<file path="config.mk">
export PLATFORM = sky130hd
export DESIGN_NAME = spi_seq_master
export DESIGN_NICKNAME = d
export VERILOG_FILES = /design/src/rtl/spi_seq_pkg.sv /design/src/rtl/spi_seq_fifo.sv /design/src/rtl/spi_seq_halfclk.sv /design/src/rtl/spi_seq_engine.sv /design/src/rtl/spi_seq_master.sv
export SDC_FILE = /design/constraint.sdc
export NUM_CORES = 1
export LEC_CHECK = 0
export ABC_CLOCK_PERIOD_IN_PS = 5700
export BUFFER_PORTS_ARGS = -buffer_cell sky130_fd_sc_hd__buf_2
export CORE_MARGIN = 5
export CORE_UTILIZATION = 25
export CTS_CLUSTER_SIZE = 25
export DETAILED_ROUTE_END_ITERATION = 6
export SLEW_MARGIN = 20
export SYNTH_ARGS = -nofsm -noshare
export SYNTH_HDL_FRONTEND = slang
export SYNTH_HIERARCHICAL = 1
export SYNTH_SLANG_ARGS = --single-unit
</file>
<file path="constraint.sdc">
create_clock -name clk_i -period 5.7 [get_ports clk_i]
set_input_delay 1.14 -clock clk_i [delete_from_list [all_inputs] [get_ports clk_i]]
set_output_delay 1.14 -clock clk_i [all_outputs]
set_load 0.05 [all_outputs]
</file>
<file path="src/rtl/spi_seq_pkg.sv">
package spi_seq_pkg;
  localparam int unsigned MIN_BITS = 4;

  typedef enum logic [1:0] {
    ST_IDLE,
    ST_LEAD,
    ST_RUN,
    ST_TAIL
  } seq_state_e;
endpackage

</file>
<file path="src/rtl/spi_seq_fifo.sv">
module spi_seq_fifo #(
  parameter int W     = 16,
  parameter int DEPTH = 8
) (
  input  logic         clk_i,
  input  logic         rst_ni,
  input  logic         push_i,
  input  logic [W-1:0] data_i,
  input  logic         pop_i,
  output logic [W-1:0] data_o,
  output logic         empty_o,
  output logic         full_o
);
  localparam int AW = (DEPTH > 1) ? $clog2(DEPTH) : 1;
  localparam int CW = $clog2(DEPTH + 1);

  logic [W-1:0]  mem [DEPTH];
  logic [AW-1:0] wr_ptr, rd_ptr;
  logic [CW-1:0] cnt;
  logic          do_push, do_pop;

  assign empty_o = (cnt == '0);
  assign full_o  = (cnt == CW'(DEPTH));
  assign do_push = push_i && !full_o;
  assign do_pop  = pop_i && !empty_o;
  assign data_o  = mem[rd_ptr];

  always_ff @(posedge clk_i) begin
    if (do_push) mem[wr_ptr] <= data_i;
  end

  always_ff @(posedge clk_i or negedge rst_ni) begin
    if (!rst_ni) begin
      wr_ptr <= '0;
      rd_ptr <= '0;
      cnt    <= '0;
    end else begin
      if (do_push) wr_ptr <= (wr_ptr == AW'(DEPTH - 1)) ? '0 : wr_ptr + 1'b1;
      if (do_pop)  rd_ptr <= (rd_ptr == AW'(DEPTH - 1)) ? '0 : rd_ptr + 1'b1;
      case ({do_push, do_pop})
        2'b10:   cnt <= cnt + 1'b1;
        2'b01:   cnt <= cnt - 1'b1;
        default: cnt <= cnt;
      endcase
    end
  end

  // a full FIFO refuses further words
  a_r9_full_holds: assert property (@(posedge clk_i) disable iff (!rst_ni)
    full_o && !pop_i |=> full_o && $stable(wr_ptr));
endmodule

</file>
<file path="src/rtl/spi_seq_halfclk.sv">
module spi_seq_halfclk #(
  parameter int DIV_W = 8
) (
  input  logic             clk_i,
  input  logic             rst_ni,
  input  logic             run_i,
  input  logic [DIV_W-1:0] div_i,
  output logic             tick_o
);
  logic [DIV_W-1:0] cnt;

  assign tick_o = run_i && (cnt == div_i);

  always_ff @(posedge clk_i or negedge rst_ni) begin
    if (!rst_ni)               cnt <= '0;
    else if (!run_i || tick_o) cnt <= '0;
    else                       cnt <= cnt + 1'b1;
  end

  // half-period count never runs past the captured divider
  a_r4_cnt_bound: assert property (@(posedge clk_i) disable iff (!rst_ni)
    run_i && $past(run_i) |-> cnt <= div_i);
endmodule

</file>
<file path="src/rtl/spi_seq_engine.sv">
module spi_seq_engine
  import spi_seq_pkg::*;
#(
  parameter int W      = 16,
  parameter int DIV_W  = 8,
  parameter int SIZE_W = 5
) (
  input  logic              clk_i,
  input  logic              rst_ni,
  input  logic              en_i,
  input  logic [SIZE_W-1:0] size_i,
  input  logic [DIV_W-1:0]  div_i,
  input  logic              fifo_empty_i,
  input  logic [W-1:0]      fifo_data_i,
  output logic              pop_o,
  input  logic              tick_i,
  output logic              run_o,
  output logic [DIV_W-1:0]  div_q_o,
  input  logic              miso_i,
  output logic              sclk_o,
  output logic              cs_n_o,
  output logic              mosi_o,
  output logic              busy_o,
  output logic              rx_valid_o,
  output logic [W-1:0]      rx_data_o
);
  seq_state_e        state;
  logic [W-1:0]      tx_sr, rx_sr;
  logic [SIZE_W-1:0] n_q, bit_cnt, size_eff;
  logic              tail_half, last_bit, start, cont;

  always_comb begin
    if (size_i < SIZE_W'(MIN_BITS)) size_eff = SIZE_W'(MIN_BITS);
    else if (size_i > SIZE_W'(W))   size_eff = SIZE_W'(W);
    else                            size_eff = size_i;
  end

  assign last_bit = (bit_cnt == n_q - 1'b1);
  assign start    = (state == ST_IDLE) && en_i && !fifo_empty_i;
  assign cont     = (state == ST_RUN) && tick_i && sclk_o && last_bit && !fifo_empty_i;
  assign pop_o    = start || cont;
  assign run_o    = (state != ST_IDLE);
  assign busy_o   = run_o;

  always_ff @(posedge clk_i or negedge rst_ni) begin
    if (!rst_ni) begin
      state      <= ST_IDLE;
      cs_n_o     <= 1'b1;
      sclk_o     <= 1'b0;
      mosi_o     <= 1'b0;
      tx_sr      <= '0;
      rx_sr      <= '0;
      bit_cnt    <= '0;
      n_q        <= SIZE_W'(MIN_BITS);
      div_q_o    <= '0;
      tail_half  <= 1'b0;
      rx_valid_o <= 1'b0;
      rx_data_o  <= '0;
    end else begin
      rx_valid_o <= 1'b0;
      unique case (state)
        ST_IDLE: if (start) begin
          cs_n_o  <= 1'b0;
          n_q     <= size_eff;
          div_q_o <= div_i;
          tx_sr   <= fifo_data_i << (SIZE_W'(W) - size_eff);
          rx_sr   <= '0;
          bit_cnt <= '0;
          state   <= ST_LEAD;
        end
        ST_LEAD: if (tick_i) begin
          sclk_o <= 1'b1;
          mosi_o <= tx_sr[W-1];
          tx_sr  <= tx_sr << 1;
          state  <= ST_RUN;
        end
        ST_RUN: if (tick_i) begin
          if (sclk_o) begin
            sclk_o <= 1'b0;
            if (last_bit) begin
              rx_valid_o <= 1'b1;
              rx_data_o  <= {rx_sr[W-2:0], miso_i};
              rx_sr      <= '0;
              bit_cnt    <= '0;
              if (!fifo_empty_i) tx_sr <= fifo_data_i << (SIZE_W'(W) - n_q);
              else begin
                tail_half <= 1'b0;
                state     <= ST_TAIL;
              end
            end else begin
              rx_sr   <= {rx_sr[W-2:0], miso_i};
              bit_cnt <= bit_cnt + 1'b1;
            end
          end else begin
            sclk_o <= 1'b1;
            mosi_o <= tx_sr[W-1];
            tx_sr  <= tx_sr << 1;
          end
        end
        ST_TAIL: if (tick_i) begin
          if (tail_half) begin
            cs_n_o <= 1'b1;
            mosi_o <= 1'b0;
            state  <= ST_IDLE;
          end else begin
            tail_half <= 1'b1;
          end
        end
        default: state <= ST_IDLE;
      endcase
    end
  end

  a_r1_idle_lines: assert property (@(posedge clk_i) disable iff (!rst_ni)
    state == ST_IDLE |-> cs_n_o && !sclk_o && !mosi_o);
  a_r3_sclk_in_frame: assert property (@(posedge clk_i) disable iff (!rst_ni)
    sclk_o |-> !cs_n_o);
  a_r4_mosi_hold_high: assert property (@(posedge clk_i) disable iff (!rst_ni)
    sclk_o && $past(sclk_o) |-> $stable(mosi_o));
  a_r6_single_pulse: assert property (@(posedge clk_i) disable iff (!rst_ni)
    rx_valid_o |=> !rx_valid_o);
  a_r11_busy_cs: assert property (@(posedge clk_i) disable iff (!rst_ni)
    busy_o != cs_n_o);
endmodule

</file>
<file path="src/rtl/spi_seq_master.sv">
module spi_seq_master #(
  parameter int  DATA_W     = 16,
  parameter int  FIFO_DEPTH = 8,
  parameter int  DIV_W      = 8,
  localparam int SIZE_W     = $clog2(DATA_W + 1)
) (
  input  logic              clk_i,
  input  logic              rst_ni,
  input  logic              en_i,
  input  logic [SIZE_W-1:0] size_i,
  input  logic [DIV_W-1:0]  div_i,
  input  logic              tx_valid_i,
  input  logic [DATA_W-1:0] tx_data_i,
  output logic              tx_ready_o,
  output logic              rx_valid_o,
  output logic [DATA_W-1:0] rx_data_o,
  output logic              busy_o,
  output logic              sclk_o,
  output logic              cs_n_o,
  output logic              mosi_o,
  input  logic              miso_i
);
  logic              fifo_empty, fifo_full, pop, tick, run;
  logic [DATA_W-1:0] fifo_data;
  logic [DIV_W-1:0]  div_q;

  assign tx_ready_o = !fifo_full;

  spi_seq_fifo #(.W(DATA_W), .DEPTH(FIFO_DEPTH)) u_fifo (
    .clk_i   (clk_i),
    .rst_ni  (rst_ni),
    .push_i  (tx_valid_i),
    .data_i  (tx_data_i),
    .pop_i   (pop),
    .data_o  (fifo_data),
    .empty_o (fifo_empty),
    .full_o  (fifo_full)
  );

  spi_seq_halfclk #(.DIV_W(DIV_W)) u_halfclk (
    .clk_i  (clk_i),
    .rst_ni (rst_ni),
    .run_i  (run),
    .div_i  (div_q),
    .tick_o (tick)
  );

  spi_seq_engine #(.W(DATA_W), .DIV_W(DIV_W), .SIZE_W(SIZE_W)) u_engine (
    .clk_i        (clk_i),
    .rst_ni       (rst_ni),
    .en_i         (en_i),
    .size_i       (size_i),
    .div_i        (div_i),
    .fifo_empty_i (fifo_empty),
    .fifo_data_i  (fifo_data),
    .pop_o        (pop),
    .tick_i       (tick),
    .run_o        (run),
    .div_q_o      (div_q),
    .miso_i       (miso_i),
    .sclk_o       (sclk_o),
    .cs_n_o       (cs_n_o),
    .mosi_o       (mosi_o),
    .busy_o       (busy_o),
    .rx_valid_o   (rx_valid_o),
    .rx_data_o    (rx_data_o)
  );

  // no frame may open while disabled
  a_r2_no_start_disabled: assert property (@(posedge clk_i) disable iff (!rst_ni)
    cs_n_o && !en_i |=> cs_n_o);
endmodule

</file>
==> results by group <==
Outcome
  – Status: finished clean

Critical path
  – Startpoint Class: register
  – Critical Path Slowest Stage Cell: or4b_2
  – Crit Reg-Reg Startpoint: u_engine/n_q[0]$_DFFE_PN0P_
  – WP buf/inv: 4
  – CP cell instances: clkinv_1 > ha_1 > buf_4 > xor2_1 > nand3_1 > nor3_2 > nand2_1 > buf_4 > o21ai_0 > o41ai_4 > inv_1 > ha_1 > ha_1 > or4b_2 > o311ai_0 > o211ai_1
  – CP max FO: 21
  – Critical Path Source: u_engine/n_q[0]$_DFFE_PN0P_
  – Crit path max-delay family: simple AND/OR/NAND/NOR gates
  – Worst path max stage delay: 0.67 ns
  – Worst Reg-to-Reg Cells: 16
  – CP arrival: about 4.7 ns
  – WS Path Type: reg -> reg
  – Critical path endpoint category: register
  – Most used cell, CP: ha_1
  – CP Depth: 16
  – Critical path required time: approximately 6.1 ns

Floorplan
  – Die area: 48430 sq um
  – IO Count: between 50 and 60
  – Die H: 220.1 um
  – Core ar.: 43930 sq um
  – Die width: around 220 um
  – Initial core utilization: 25.11%
  – Row cnt: 77

Final layout
  – Area Growth Syn to Fin: 15.74%
  – Final nets: 891
  – Share of layout cells above drive strength 1: 25.32%
  – Most frequent cells in the layout: edfxtp_1, dfrtp_1, buf_2
  – Multi-input gate area: approximately 4600 sq um
  – Fillers: 4463
  – ANT cells: 0
  – Most common cell after layout, fill and taps aside: edfxtp_1
  – Reg area: 6100 sq um

Detailed routing
  – WL/cell: 17.28 um
  – Vias: about 7000
  – Vias per Instance: approximately 4.8
  – Drt pass-1 iters: 5
  – Final WL: 25040 um
  – Post-route DRC: 0
  – Antenna viol nets, final: 0
  – Initial DRC count: ~530

Power
  – Pwr Density: 316.2 nW/um^2
  – Leakage: a little under 5 nW
  – IR drop worst, VDD: 0.2759 mV

Timing
  – Final Max Slew Viols: 0
  – Worst-margin pin slew: ~1.0 ns
  – Rel. slew slack: ~30%
  – Final hold viol count: 0
  – Maximum operating frequency: 0.2328 GHz
  – RSZ-0062 raised after global routing: no
  – Crit share post-route: about three quarters
  – Clock Skews: approximately 0.032 ns
  – Final setup fails: 0
  – Setup TNS: 0 ns
  – Minimum clock period: around 4.3 ns
  – Post-route setup slack: 1.405 ns

Synth
  – FF+latch count, synth: 218
  – Syn avg cell area: 14.04 sq um
  – Post-synth net total: 836
  – Library cells used by synthesis: 78
  – Synthesized cell area: 11030 sq um
  – Ys async rst share: 41.28%
  – Number of enable flip-flop cells after synthesis: ~130
  – Cells after synthesis: 786
  – Top_reg_cell synth: edfxtp_1
  – Cell taking the most area after synthesis: edfxtp_1
  – Sequential share of the synthesized area: a little under three fifths
  – Top post-synthesis cells by area: edfxtp_1, dfrtp_1, mux4_1
  – Top cell type's share of synthesized area: 34.84%
  – Ys Warns: 6

Clock network
  – CTS tree: yes
  – CTS root buf: clkbuf_16
  – CTS Buf Count: 24
  – Post-CTS Resized: 0
  – CTS sink count: 218
  – Clk slew on worst S/H paths: 0.06 ns
  – Clk buf depth: 3
  – H-tree depth: 1
  – Clock Latency Late Sink: 0.55 ns
  – CTS Hold Bufs: 0
  – Setup repair bufs after CTS: 0

Global routing
  – Top Usage Layer GRT: met2
  – Total GRT Usage: 10.13%
  – Met2 usage: 16.80%
  – Remaining Overflow, GRT: 0
  – Largest net degree at the start of global routing: 56
  – Met1 GRT Util: about an eighth
  – Vias in the first global route: 6866
  – Grt met3 use: 1.868%
  – Initial antenna violation count: 2
  – First-pass GRT wire length: 39150 um

Hold path
  – Worst min path class: reg -> reg
  – Hold path cells: 1
  – Hold wc startpoint: u_engine/rx_data_o[1]$_DFFE_PN0P_

Job
  – Max_cap viols: 0

Place
  – Routability-driven placement congestion ratio: 0.8722
  – Post-DP HPWL: 16520 um
  – Port buffer count: 55
  – Worst Setup Slack post-DPL: roughly 1.2 ns
power by group:
part           switching (mW)  internal, mW  total [mW]
Sequential             0.0824          1.85        1.93
Clock                   0.638         0.930        1.57
Combinational           0.328         0.210       0.537
Total                    1.05          2.99        4.04
routing by layer:
layer,part of all wire [%],vias to the layer above
met5,0.056,-
met4,3.3,4
met3,4.4,49
met2,49,170
met1,44,3525
li1,-,3194
kinds of logic (layout without fill, tap and decap cells):
| family | after synthesis | count (layout) | share of synthesized area (%) |
|---|---|---|---|
| xor+xnor | 23 | 23 | 2.291 |
| buf+inv | 69 | 140 | 3.187 |
| compound gates | 153 | 153 | 10.03 |
| simple gates | 178 | 178 | 8.450 |
| fa+ha+maj | 16 | 16 | 1.883 |
| mux | 129 | 129 | 18.88 |
| flops | 218 | 218 | 55.28 |
stage by stage:
step / instances / utilization [%] / hold WS [ns] / total power [mW] / instance area (sq um)
2_1_floorplan: 786 / - / 0.4648 / 2.293 / 11030
5_1_grt: 1449 / 29.06 / 0.5150 / 4.216 / 12770
3_3_place_gp: 1407 / 27.23 / 0.4828 / 2.487 / 11960
6_report: 1449 / 29.06 / 0.4994 / 4.037 / 12770
4_1_cts: 1449 / 29.06 / 0.5026 / 4.092 / 12770
3_5_place_dp: 1407 / 27.23 / 0.4884 / 2.505 / 11960
cell type report:
class	instances	share of cell area [%]
Inverter	23	0.6761
Sequential cell	218	47.77
Clock inverter	13	1.382
Timing Repair Buffer	75	3.351
Multi-Input combinational cell	499	36.09
Clock buffer	29	4.929
Tap cell	592	5.801
worst reg2reg max path: cells and delay by family, from the launching register on:
family	cells	cell delay, ns
buffers and inverters	4	0.78
flip-flops	1	0.35
AND/OR/NAND/NOR	4	1.09
XOR/XNOR	1	0.17
AO/OA/AOI/OAI	4	0.76
adder cells (fa/ha/maj)	3	0.98
path summary, 6_finish.rpt:
kind                       slack, ns                           endpoint
max in group asynchronous       4.09      u_engine/rx_sr[9]$_DFFE_PN0P_
hold / removal                  0.50  u_engine/rx_data_o[1]$_DFFE_PN0P_
setup / recovery                1.40          u_fifo/cnt[3]$_DFFE_PN0P_
setup reg to reg                1.40          u_fifo/cnt[3]$_DFFE_PN0P_
hold reg to reg                 0.50  u_engine/rx_data_o[1]$_DFFE_PN0P_
min in group asynchronous       0.67    u_engine/div_q_o[2]$_DFFE_PN0P_
flip-flops by register name, summed over array words and instances, names as in the netlist:
| name | cells |
|---|---|
| u_fifo/rd_ptr | 3 |
| u_fifo/cnt | 4 |
| u_engine/n_q | 5 |
| u_engine/div_q_o | 8 |
| u_halfclk/cnt | 8 |
| u_engine/rx_sr | 15 |
| u_engine/mosi_o | 1 |
| u_fifo/wr_ptr | 3 |
| u_engine/tail_half | 1 |
| u_engine/rx_valid_o | 1 |
| u_engine/rx_data_o | 16 |
| u_engine/state | 2 |
| u_fifo/mem | 128 |
| u_engine/bit_cnt | 5 |
| u_engine/sclk_o | 1 |
| u_engine/tx_sr | 16 |
| u_engine/cs_n_o | 1 |
Yosys cell counts (all sizes together) (6+ instances only):
cell type	instances
xor2	15
ha	15
edfxtp	128
a21oi	21
mux2i	27
a31oi	11
inv	20
o211ai	8
nand4	7
clkbuf	19
buf	27
dfrtp	88
mux2	51
nor4	8
nor3	19
xnor2	6
mux4	51
nand2b	13
o21ai	33
a211oi	8
nand3	20
nand2	49
a22o	19
a22oi	7
nor2	31
(Power assumes the default switching activity.)
